--- src/rtl/tmr_pkg.sv ---
package tmr_pkg;
    localparam int CFG_W = 4;

    typedef enum logic [1:0] {
        MODE_13    = 2'b00,
        MODE_16    = 2'b01,
        MODE_8R    = 2'b10,
        MODE_SPLIT = 2'b11
    } tmr_mode_e;

    typedef struct packed {
        logic      gate;
        logic      ext_sel;
        tmr_mode_e mode;
    } tmr_cfg_t;
endpackage

--- src/rtl/ev_sampler.sv ---
module ev_sampler (
    input  logic clk,
    input  logic rst_n,
    input  logic tick,
    input  logic pin,
    output logic fall
);
    logic smp_q;

    always_ff @(posedge clk) begin
        if (!rst_n)
            smp_q <= 1'b0;
        else if (tick)
            smp_q <= pin;
    end

    // event: previous sample high, current sample low
    assign fall = tick & smp_q & ~pin;
endmodule

--- src/rtl/tmr_unit.sv ---
module tmr_unit
    import tmr_pkg::*;
#(
    parameter int BYTE_W      = 8,
    parameter int PRE_W       = 5,
    parameter bit ALLOW_SPLIT = 1'b1
) (
    input  logic              clk,
    input  logic              rst_n,
    input  logic              cfg_wr,
    input  tmr_cfg_t          cfg_in,
    input  logic              tick,
    input  logic              ev_fall,
    input  logic              run,
    input  logic              gate_pin,
    input  logic              inc_hi,
    input  logic              ld_lo,
    input  logic              ld_hi,
    input  logic [BYTE_W-1:0] ld_data,
    output tmr_mode_e         mode_o,
    output logic [BYTE_W-1:0] lo,
    output logic [BYTE_W-1:0] hi,
    output logic              wrap_main,
    output logic              wrap_hi
);
    localparam int T13_W = BYTE_W + PRE_W + 1;
    localparam int T16_W = 2 * BYTE_W + 1;

    tmr_mode_e         state_q, state_d;
    logic              gate_q, ext_q;
    logic [BYTE_W-1:0] lo_q, hi_q, lo_n, hi_n;
    logic [T13_W-1:0]  t13;
    logic [T16_W-1:0]  t16;
    logic              run_ok, inc_main;

    // state register: mode changes only on a configuration write
    always_comb begin
        state_d = cfg_wr ? cfg_in.mode : state_q;
    end

    always_ff @(posedge clk) begin
        if (!rst_n) begin
            state_q <= MODE_13;
            gate_q  <= 1'b0;
            ext_q   <= 1'b0;
        end else begin
            state_q <= state_d;
            if (cfg_wr) begin
                gate_q <= cfg_in.gate;
                ext_q  <= cfg_in.ext_sel;
            end
        end
    end

    assign run_ok   = run & (~gate_q | gate_pin);
    assign inc_main = run_ok & (ext_q ? ev_fall : tick);

    // output process: next count and wrap strobes per state
    always_comb begin
        lo_n      = lo_q;
        hi_n      = hi_q;
        wrap_main = 1'b0;
        wrap_hi   = 1'b0;
        t13       = '0;
        t16       = '0;
        unique case (state_q)
            MODE_13: begin
                if (inc_main) begin
                    t13 = {1'b0, hi_q, lo_q[PRE_W-1:0]} + T13_W'(1);
                    lo_n[PRE_W-1:0] = t13[PRE_W-1:0];
                    hi_n            = t13[PRE_W +: BYTE_W];
                    wrap_main       = t13[T13_W-1];
                end
            end
            MODE_16: begin
                if (inc_main) begin
                    t16       = {1'b0, hi_q, lo_q} + T16_W'(1);
                    lo_n      = t16[BYTE_W-1:0];
                    hi_n      = t16[BYTE_W +: BYTE_W];
                    wrap_main = t16[T16_W-1];
                end
            end
            MODE_8R: begin
                if (inc_main) begin
                    if (&lo_q) begin
                        lo_n      = hi_q;
                        wrap_main = 1'b1;
                    end else begin
                        lo_n = lo_q + BYTE_W'(1);
                    end
                end
            end
            MODE_SPLIT: begin
                if (ALLOW_SPLIT) begin
                    if (inc_main) begin
                        lo_n      = lo_q + BYTE_W'(1);
                        wrap_main = &lo_q;
                    end
                    if (inc_hi) begin
                        hi_n    = hi_q + BYTE_W'(1);
                        wrap_hi = &hi_q;
                    end
                end
            end
        endcase
        if (ld_lo) lo_n = ld_data;
        if (ld_hi) hi_n = ld_data;
    end

    always_ff @(posedge clk) begin
        if (!rst_n) begin
            lo_q <= '0;
            hi_q <= '0;
        end else begin
            lo_q <= lo_n;
            hi_q <= hi_n;
        end
    end

    assign mode_o = state_q;
    assign lo     = lo_q;
    assign hi     = hi_q;
endmodule

--- src/rtl/dual_mode_timer.sv ---
module dual_mode_timer
    import tmr_pkg::*;
#(
    parameter int BYTE_W = 8,
    parameter int PRE_W  = 5
) (
    input  logic                  clk,
    input  logic                  rst_n,
    input  logic                  tick,
    input  logic                  cfg_wr,
    input  logic [2*CFG_W-1:0]    cfg_data,
    input  logic [1:0]            run,
    input  logic [1:0]            gate_pin,
    input  logic [1:0]            ev_pin,
    input  logic [1:0]            ld_lo,
    input  logic [1:0]            ld_hi,
    input  logic [BYTE_W-1:0]     ld_data,
    input  logic [1:0]            ovf_clr,
    output logic [2*BYTE_W-1:0]   count0,
    output logic [2*BYTE_W-1:0]   count1,
    output logic [1:0]            ovf
);
    localparam int NUM_U = 2;

    logic [BYTE_W-1:0] lo_a [NUM_U];
    logic [BYTE_W-1:0] hi_a [NUM_U];
    tmr_mode_e         mode_a [NUM_U];
    logic [NUM_U-1:0]  wrap_main_a, wrap_hi_a, fall_a;
    logic [NUM_U-1:0]  ovf_q, ovf_set;
    tmr_mode_e         mode0_w, mode1_w;

    for (genvar u = 0; u < NUM_U; u++) begin : g_unit
        ev_sampler u_smp (
            .clk   (clk),
            .rst_n (rst_n),
            .tick  (tick),
            .pin   (ev_pin[u]),
            .fall  (fall_a[u])
        );

        tmr_unit #(
            .BYTE_W      (BYTE_W),
            .PRE_W       (PRE_W),
            .ALLOW_SPLIT (u == 0)
        ) u_tmr (
            .clk       (clk),
            .rst_n     (rst_n),
            .cfg_wr    (cfg_wr),
            .cfg_in    (tmr_cfg_t'(cfg_data[u*CFG_W +: CFG_W])),
            .tick      (tick),
            .ev_fall   (fall_a[u]),
            .run       (run[u]),
            .gate_pin  (gate_pin[u]),
            .inc_hi    ((u == 0) ? (tick & run[1]) : 1'b0),
            .ld_lo     (ld_lo[u]),
            .ld_hi     (ld_hi[u]),
            .ld_data   (ld_data),
            .mode_o    (mode_a[u]),
            .lo        (lo_a[u]),
            .hi        (hi_a[u]),
            .wrap_main (wrap_main_a[u]),
            .wrap_hi   (wrap_hi_a[u])
        );
    end

    assign mode0_w = mode_a[0];
    assign mode1_w = mode_a[1];

    // unit 1's flag belongs to unit 0's high byte while unit 0 is split
    always_comb begin
        ovf_set[0] = wrap_main_a[0];
        ovf_set[1] = (mode0_w == MODE_SPLIT) ? (|wrap_hi_a) : wrap_main_a[1];
    end

    always_ff @(posedge clk) begin
        if (!rst_n)
            ovf_q <= '0;
        else
            ovf_q <= (ovf_q & ~ovf_clr) | ovf_set;
    end

    assign count0 = {hi_a[0], lo_a[0]};
    assign count1 = {hi_a[1], lo_a[1]};
    assign ovf    = ovf_q;
endmodule

--- config.mk ---
export PLATFORM = sky130hd
export DESIGN_NAME = dual_mode_timer
export DESIGN_NICKNAME = d
export VERILOG_FILES = /design/src/rtl/tmr_pkg.sv /design/src/rtl/ev_sampler.sv /design/src/rtl/tmr_unit.sv /design/src/rtl/dual_mode_timer.sv
export SDC_FILE = /design/constraint.sdc
export NUM_CORES = 1
export LEC_CHECK = 0
export BUFFER_PORTS_ARGS = -buffer_cell sky130_fd_sc_hd__buf_2
export CORE_MARGIN = 3
export CORE_UTILIZATION = 40
export CTS_CLUSTER_SIZE = 24
export DETAILED_ROUTE_END_ITERATION = 10
export PLACE_DENSITY_LB_ADDON = 0.25
export SLEW_MARGIN = 20
export SYNTH_ARGS = -nofsm -noshare
export SYNTH_HDL_FRONTEND = slang
export SYNTH_HIERARCHICAL = 1
export SYNTH_SLANG_ARGS = --single-unit
--- constraint.sdc ---
create_clock -name clk -period 2.8 [get_ports clk]
set_input_delay 0.14 -clock clk [delete_from_list [all_inputs] [get_ports clk]]
set_output_delay 0.14 -clock clk [all_outputs]
set_load 0.01 [all_outputs]
==> results of run 1 <==
[stage by stage]
| step | instances | instance area [µm²] | total power (W) | hold slack [ns] |
|---|---|---|---|---|
| 2_1_floorplan | 415 | 3340 | 0.00101 | 0.249 |
| 3_3_place_gp | 562 | 3710 | 0.00116 | 0.376 |
| 3_5_place_dp | 562 | 3710 | 0.00116 | 0.389 |
| 4_1_cts | 569 | 3840 | 0.00175 | 0.0650 |
| 5_1_grt | 569 | 3840 | 0.00182 | 0.0872 |
| 6_report | 569 | 3840 | 0.00174 | 0.0711 |
[worst paths after layout]
check,start,end,slack (ns)
setup / recovery,g_unit[0].u_tmr/mode_o[1]$_SDFFE_PN0P_,g_unit[0].u_tmr/hi[5]$_SDFFE_PN0P_,0.40
hold / removal,cfg_data[5],g_unit[1].u_tmr/mode_o[1]$_SDFFE_PN0P_,0.07
setup reg to reg,g_unit[0].u_tmr/mode_o[1]$_SDFFE_PN0P_,g_unit[0].u_tmr/hi[5]$_SDFFE_PN0P_,0.40
hold reg to reg,g_unit[1].u_tmr/gate_q$_SDFFE_PN0P_,g_unit[1].u_tmr/gate_q$_SDFFE_PN0P_,0.52
[power groups by stage]
| stage | sequential (W) | clock, W | combinational (W) |
|---|---|---|---|
| 3_5_place_dp | 0.000769 | 0 | 0.000392 |
| 3_3_place_gp | 0.000767 | 0 | 0.000390 |
| 6_report | 0.000758 | 0.000585 | 0.000398 |
| 5_1_grt | 0.000765 | 0.000620 | 0.000436 |
| 2_1_floorplan | 0.000763 | 0 | 0.000245 |
| 4_1_cts | 0.000755 | 0.000597 | 0.000394 |
[layout make-up]
type	instances	area share [%]
Tap cell	102	3.33
Multi-Input combinational cell	334	59.9
Clock buffer	5	1.79
Inverter	14	1.37
Timing Repair Buffer	68	9.07
Sequential cell	44	23.0
Clock inverter	2	1.57
[flip-flops by register name (all words and copies together) (netlist names)]
signal and flops:
g_unit.u_tmr/lo 16, g_unit.u_tmr/hi 16, g_unit.u_tmr/gate_q 2, ovf 2, g_unit.u_tmr/mode_o 4, g_unit.u_tmr/ext_q 2
g_unit.u_smp/smp_q 2
[per-layer routing]
metal  track usage (%)  part of all wire (%)  vias to the layer above
li1                  -                     -                     1686
met1              27.2                    42                     1674
met2              36.7                    47                      168
met3              4.52                   7.5                       39
met4              9.69                   3.4                        0
met5                 0                     0                        -
[worst max-delay path, stage by stage, from the launching register on]
cell	delay [ns]
dfxtp_1	0.42
inv_1	0.11
ha_1	0.31
nor2_1	0.27
a31oi_1	0.14
nor2_1	0.59
nor2_1	0.15
a221o_1	0.31
==> flow_summary_export.csv, run 1 <==
group,metric,value,unit
sta,relSlewSlack,51.6,%
sta,hold_viol,0,
sta,fin_skew,0.0139,ns
pwr,ir_drop,245,µV
global_routing,grt_pass1_vias,3421,
floorplanning,dieArea,9470,µm²
pwr,power_frac_clock,33.6,%
final_layout,multi_input_area,2300,µm²
final_layout,fillerInstances,788,
cts,clk_path_buf_depth,2,
sta,setup_viol,0,
sta,tightest_slew,0.708,ns
placement,detailed_place_hpwl,7900,µm
synthesis,syn_inst,415,
pwr,power_density,454,nW/µm²
pwr,combPwrFrac,22.8,%
run_status,status,"complete, no violations",
detailed_routing,route.vias.total,3567,
cts,ctsResizeCount,0,
detailed_routing,routedWlPerCell,18.8,µm
synthesis,avgSynthCellArea,8.04,µm²
critical_path,cp-end-kind,"register",
detailed_routing,vias_per_cell,6.27,
min_path,hp-class,"in2reg",
floorplanning,boundaryPins,66,
cts,post_cts_buffers,0,
cts,clock_sinks,44,
placement,dpl_worst_slack,0.448,ns
detailed_routing,dr.pass1.iters,5,
pwr,internal-power,0.00119,W
pwr,p_seq_share,43.6,%
floorplanning,die_w,97.3,µm
sta,fin_tns_setup,0,ns
critical_path,r2r_cells,7,
critical_path,crit_type,"reg2reg",
sta,finalMaxSlewViolations,0,
placement,io_buffers,65,
cts,cts_hold_buf,0,
cts,worstSkewPairLatency,0.30,ns
detailed_routing,wirelength,10700,µm
pwr,switching_share,31.4,%
final_layout,areaGrowthSynthToFinish,15.0,%
global_routing,grt_usage,22.0,%
detailed_routing,route.detailed.drc,0,
sta,worst_slack,0.399,ns
final_layout,seq_area,881,µm²
cts,htreeDepth,2,
pwr,power_switching,0.000547,W
critical_path,worstPathMaxFanout,12,
critical_path,crit_arrival,2.60,ns
sta,fin_crit,2.40,ns
sta,rsz0062_at_grt,"false",
synthesis,synth_nets,459,
floorplanning,rows,32,
cts,root_buffer,"clkbuf_8",
min_path,hold_depth,3,
final_layout,drive_above_1_share,21.0,%
synthesis,synth_area,3340,µm²
global_routing,grt_overflow,0,
cts,cts.clk_slew.worst_paths,0.09,ns
critical_path,critPathLaunchType,"register",
placement,gp_congestion,0.995,
global_routing,grt_pass1_wl,17200,µm
job,maxCapViolCount,0,
sta,timing.final.crit_share,85.8,%
floorplanning,die-height,97.3,µm
final_layout,mostFrequentLayoutCells,"65 x buf_2, 44 x dfxtp_1, 32 x o21ai_0",
sta,max_freq,416,MHz
synthesis,ys_warn_count,6,
final_layout,utilization,48.4,%
cts,cts_tree,"built",
final_layout,diodes,0,
final_layout,final_common_cell,"buf_2",
final_layout,nets,511,
pwr,p_leak,1.57,nW
floorplanning,core-area,7930,µm²
floorplanning,start_util,42.1,%
global_routing,grt_max_degree,37,
detailed_routing,initialDrtViolationCount,254,
cts,cts_buffers,5,
global_routing,antenna_found_initial,0,
critical_path,cp_data_required_time,3.00,ns
detailed_routing,ant_nets,0,
Power figures use the tool's default switching activity.
==> inputs of run 2 (changes only) <==
SETUP_SLACK_MARGIN = 0.4   (was default)
==> run 2 against run 1 <==
Against the previous run:
- total power hardly changed
- via count is 0.42% higher
- combinational power hardly changed
- non-clock buffer count stayed put
- clock power hardly changed
- first-iteration DRC count is 2.0% lower
- clock skew is 0.00096 ns higher
- critical path depth stayed put
- fmax is 6.1% higher
==> flow_summary_export.csv, run 2 (same netlist as run 1, synthesis figures left out) <==
group,metric,value,unit
sta,fin_skew,0.0149,ns
critical_path,worstPathMaxFanout,7,
cts,cts.clk_slew.worst_paths,0.09,ns
global_routing,antenna_found_initial,0,
detailed_routing,route.vias.total,3582,
final_layout,mostFrequentLayoutCells,"65 x buf_2, 44 x dfxtp_1, 32 x o21ai_0",
cts,clk_path_buf_depth,2,
cts,cts_tree,"built",
cts,root_buffer,"clkbuf_8",
detailed_routing,vias_per_cell,6.30,
detailed_routing,ant_nets,0,
floorplanning,die-height,97.3,µm
global_routing,grt_max_degree,37,
sta,timing.final.crit_share,80.8,%
critical_path,critPathLaunchType,"register",
floorplanning,core-area,7930,µm²
sta,setup_viol,0,
floorplanning,boundaryPins,66,
critical_path,crit_family,"compound AO/OA/AOI/OAI gates",
floorplanning,start_util,42.1,%
critical_path,slowest_stage,"a2111oi_1",
pwr,power_density,453,nW/µm²
critical_path,crit_chain,"ha_1 -> and4_1 -> and2_4 -> a31oi_1 -> a2111oi_1 -> a21boi_0 -> o31a_1",
critical_path,r2r_start,"g_unit[1].u_tmr/lo[0]$_SDFFE_PN0P_",
critical_path,cp-end-kind,"register",
placement,detailed_place_hpwl,7900,µm
critical_path,crit_arrival,2.50,ns
sta,max_freq,442,MHz
final_layout,drive_above_1_share,21.4,%
final_layout,nets,511,
floorplanning,dieArea,9470,µm²
min_path,min_to,"g_unit[1].u_tmr/mode_o[1]$_SDFFE_PN0P_",
critical_path,r2r_slack,0.54,ns
global_routing,grt_pass1_wl,17200,µm
pwr,p_seq_share,43.6,%
placement,io_buffers,65,
critical_path,timing.rr.end,"ovf[1]$_SDFF_PN0_",
pwr,ir_drop,246,µV
detailed_routing,dr.pass1.iters,5,
detailed_routing,initialDrtViolationCount,249,
min_path,hp-class,"in2reg",
final_layout,final_common_cell,"buf_2",
sta,hold_ws,0.0716,ns
sta,relSlewSlack,58.1,%
cts,cts_buffers,5,
global_routing,grt_usage,22.0,%
global_routing,grt_pass1_vias,3421,
pwr,switching_share,31.3,%
job,maxCapViolCount,0,
pwr,power_frac_clock,33.5,%
final_layout,utilization,48.5,%
pwr,combPwrFrac,23.0,%
sta,rsz0062_at_grt,"true",
cts,worstSkewPairLatency,0.30,ns
cts,post_cts_buffers,0,
cts,htreeDepth,2,
critical_path,max_stage_delay,0.54,ns
detailed_routing,route.detailed.drc,0,
cts,cts_hold_buf,0,
sta,fin_crit,2.26,ns
sta,tightest_slew,0.627,ns
pwr,internal-power,0.00120,W
pwr,power_switching,0.000545,W
floorplanning,die_w,97.3,µm
final_layout,diodes,0,
critical_path,r2r_cells,7,
run_status,status,"complete, no violations",
critical_path,crit_buf_inv,0,
sta,hold_viol,0,
global_routing,grt_overflow,0,
cts,clock_sinks,44,
critical_path,cp_data_required_time,3.04,ns
detailed_routing,routedWlPerCell,18.8,µm
sta,finalMaxSlewViolations,0,
min_path,hold_start,"cfg_data[5]",
placement,gp_congestion,0.995,
critical_path,crit_type,"reg2reg",
pwr,p_leak,1.57,nW
final_layout,areaGrowthSynthToFinish,15.3,%
floorplanning,rows,32,
sta,fin_tns_setup,0,ns
min_path,hold_depth,3,
detailed_routing,wirelength,10700,µm
-- run 2: cell counts in the layout (fill, tap and decap cells not counted) --
No cell type changed its count.
-- run 2: per-layer routing --
metal / global-route usage (%) / share of wire (%) / vias to the layer above
li1: - / - / 1676
met1: 27.2 / 41 / 1690
met2: 36.7 / 47 / 181
met3: 4.52 / 8.4 / 35
met4: 9.69 / 3.1 / 0
met5: 0 / 0 / -
-- run 2: through the flow --
step | area, µm² | instances | power (W) | setup slack, ns
floorplan | 3340 | 415 | 0.00101 | 0.773
global placement | 3710 | 562 | 0.00116 | 0.577
detailed placement | 3710 | 562 | 0.00116 | 0.448
CTS | 3840 | 569 | 0.00175 | 0.431
global route | 3850 | 569 | 0.00182 | 0.314
finish | 3850 | 569 | 0.00174 | 0.538
-- run 2: area by class of cell --
cell class | count | area [µm²]
clock buffer | 5 | 68.8
clock inverter | 2 | 60.1
fill | 787 | 4080
inverter | 14 | 52.6
multi-input combinational | 334 | 2310
sequential | 44 | 881
tap | 102 | 128
timing repair buffer | 68 | 348
-- run 2: worst reg2reg max path, cell delays in order (launching register included) --
cell	delay, ns
dfxtp_1	0.47
ha_1	0.27
and4_1	0.24
and2_4	0.18
a31oi_1	0.08
a2111oi_1	0.54
a21boi_0	0.27
o31a_1	0.15
-- run 2: power groups by stage --
| stage | Clock [W] | Sequential (W) | Combinational, W |
|---|---|---|---|
| detailed placement | 0 | 0.000769 | 0.000392 |
| global placement | 0 | 0.000767 | 0.000390 |
| CTS | 0.000597 | 0.000755 | 0.000394 |
| floorplan | 0 | 0.000763 | 0.000245 |
| global route | 0.000620 | 0.000766 | 0.000439 |
| finish | 0.000583 | 0.000758 | 0.000399 |
-- run 2: worst max-delay path by stage --
stage                                         endpoint  slack, ns  cells after the start                                   start
floorplan           g_unit[0].u_tmr/hi[5]$_SDFFE_PN0P_       0.77                      9  g_unit[0].u_tmr/mode_o[1]$_SDFFE_PN0P_
global placement    g_unit[0].u_tmr/hi[5]$_SDFFE_PN0P_       0.58                      7  g_unit[0].u_tmr/mode_o[1]$_SDFFE_PN0P_
detailed placement  g_unit[0].u_tmr/hi[7]$_SDFFE_PN0P_       0.45                      7  g_unit[0].u_tmr/mode_o[1]$_SDFFE_PN0P_
CTS                                  ovf[1]$_SDFF_PN0_       0.43                      7      g_unit[1].u_tmr/lo[0]$_SDFFE_PN0P_
global route        g_unit[0].u_tmr/hi[6]$_SDFFE_PN0P_       0.31                      7  g_unit[0].u_tmr/mode_o[1]$_SDFFE_PN0P_
finish                               ovf[1]$_SDFF_PN0_       0.54                      7      g_unit[1].u_tmr/lo[0]$_SDFFE_PN0P_
-- run 2: repair_timing --
action,CTS,global route
setup endpoints to repair,0,10
gates resized for setup,0,4
hold endpoints to repair,0,0
==> inputs of run 3 (changes only) <==
ABC_AREA = 1   (was default)
clock period = 1.82 ns   (was 2.8 ns; I/O delays follow)
==> run 3 against run 2 <==
Against the previous run:
- cell area grew 41%
- clock-buffer cell count is the same
- synthesized cell count grew 53%
- critical endpoint is now g_unit[1].u_tmr/lo[4]$_SDFFE_PN0P_
- sequential share of layout area shrank 5.4 points
- critical path depth grew 2
- largest power group unchanged
- highest routed layer unchanged
- first-iteration DRC count grew 87%
- clock skew shrank 0.0013 ns
- hold slack lost 0.015 ns
==> flow_summary_export.csv, run 3 <==
group,metric,value,unit
final_layout,utilization,60.7,%
cts,cts_tree,"built",
sta,setup_viol,0,
critical_path,worstPathMaxFanout,5,
detailed_routing,routedWlPerCell,15.9,µm
cts,clk_path_buf_depth,2,
final_layout,multi_input_area,3040,µm²
sta,hold_ws,0.0564,ns
synthesis,avgSynthCellArea,5.91,µm²
cts,root_buffer,"clkbuf_8",
sta,max_freq,636,MHz
critical_path,critPathLaunchType,"register",
synthesis,synth_nets,680,
floorplanning,boundaryPins,66,
detailed_routing,dr.pass1.iters,6,
critical_path,crit_start,"g_unit[1].u_tmr/mode_o[0]$_SDFFE_PN0P_",
cts,htreeDepth,2,
final_layout,mostFrequentLayoutCells,"145 x nand2_1, 69 x inv_1, 65 x buf_2",
sta,fin_tns_setup,0,ns
cts,cts_buffers,5,
final_layout,drive_above_1_share,38.4,%
floorplanning,die_w,103,µm
cts,worstSkewPairLatency,0.32,ns
placement,gp_congestion,0.958,
global_routing,grt_pass1_vias,4391,
min_path,hold_start,"cfg_data[0]",
floorplanning,die-height,103,µm
sta,tightest_slew,0.582,ns
final_layout,nets,799,
synthesis,synth_area,3760,µm²
critical_path,cp-end-kind,"register",
sta,fin_skew,0.0136,ns
floorplanning,start_util,42.1,%
min_path,hp-class,"in2reg",
critical_path,crit_arrival,1.77,ns
sta,hold_viol,0,
detailed_routing,vias_per_cell,5.48,
floorplanning,rows,34,
global_routing,grt_overflow,0,
global_routing,grt_max_degree,23,
detailed_routing,ant_nets,0,
sta,fin_crit,1.57,ns
run_status,status,"complete, no violations",
final_layout,final_common_cell,"nand2_1",
sta,finalMaxSlewViolations,0,
critical_path,cp_data_required_time,2.02,ns
pwr,ir_drop,381,µV
floorplanning,core-area,8930,µm²
floorplanning,dieArea,10600,µm²
detailed_routing,route.detailed.drc,0,
global_routing,antenna_found_initial,0,
cts,clock_sinks,44,
final_layout,seq_area,947,µm²
global_routing,grt_pass1_wl,21200,µm
global_routing,grt_usage,25.2,%
critical_path,crit_type,"reg2reg",
pwr,p_leak,2.52,nW
final_layout,fillerInstances,816,
pwr,power_density,565,nW/µm²
synthesis,ys_warn_count,6,
detailed_routing,route.vias.total,4734,
placement,detailed_place_hpwl,9360,µm
final_layout,areaGrowthSynthToFinish,44.1,%
final_layout,diodes,0,
job,maxCapViolCount,0,
sta,timing.final.crit_share,86.3,%
critical_path,r2r_start,"g_unit[1].u_tmr/mode_o[0]$_SDFFE_PN0P_",
sta,relSlewSlack,61.2,%
detailed_routing,wirelength,13700,µm
detailed_routing,initialDrtViolationCount,466,
placement,io_buffers,65,
sta,rsz0062_at_grt,"true",
synthesis,syn_inst,636,
cts,cts.clk_slew.worst_paths,0.10,ns
-- run 3: cell types whose count changed in the layout (fill, tap and decap cells not counted), moves of 27 or more --
cell     change
nand2_1    +118
dfxtp_1     -27
buf_4       +45
nor2_1      +31
inv_1       +55
-- run 3: final timing paths --
check	slack (ns)	to	cells past startpoint
setup / recovery	0.25	g_unit[1].u_tmr/lo[4]$_SDFFE_PN0P_	9
hold / removal	0.06	g_unit[0].u_tmr/mode_o[0]$_SDFFE_PN0P_	3
setup reg to reg	0.25	g_unit[1].u_tmr/lo[4]$_SDFFE_PN0P_	9
hold reg to reg	0.49	g_unit[1].u_tmr/ext_q$_SDFFE_PN0P_	2
-- run 3: timing repair --
item,4_1_cts,5_1_grt
gates resized for setup,83,73
setup buffers,40,9
endpoints found under the setup margin,34,34
pin swaps,40,41
hold buffers,3,0
gates cloned,2,0
hold endpoints to repair,3,0
-- run 3: layout make-up --
type                       count  share of cell area (%)
clock inverter                 3                   0.785
multi-input combinational    495                    56.1
sequential                    44                    17.5
timing repair buffer         125                    15.5
tap                          108                    2.49
clock buffer                   5                    1.27
inverter                      84                    6.37
-- run 3: where the power goes --
group          switching, W  internal (W)
logic              0.000641      0.000452
registers          0.000125       0.00105
clock network      0.000389      0.000408
-- run 3: metal layers --
layer  GRT usage [%]  share of wire, %  up-vias
met5               0                 0        -
met4            10.6               3.7        0
met3            5.07               9.6       44
met2            39.7                45      275
met1            33.5                42     2113
li1                -                 -     2302
-- run 3: per-stage QoR --
step | area (µm²) | std cells | total power (W) | setup WS, ns
6_report | 5420 | 864 | 0.00306 | 0.249
3_3_place_gp | 4370 | 802 | 0.00198 | 0.144
3_5_place_dp | 4370 | 802 | 0.00199 | 0.167
4_1_cts | 5120 | 855 | 0.00296 | 0.313
5_1_grt | 5420 | 864 | 0.00321 | 0.195
2_1_floorplan | 3950 | 636 | 0.00172 | 0.389
-- run 3: critical path, stage by stage, from the launching register on --
cell	delay [ns]
dfxtp_4	0.40
inv_6	0.05
ha_4	0.31
nand2_4	0.07
nor2_4	0.16
nor2_1	0.05
o21ai_0	0.10
o31ai_1	0.13
a21oi_2	0.14
nor2_1	0.05
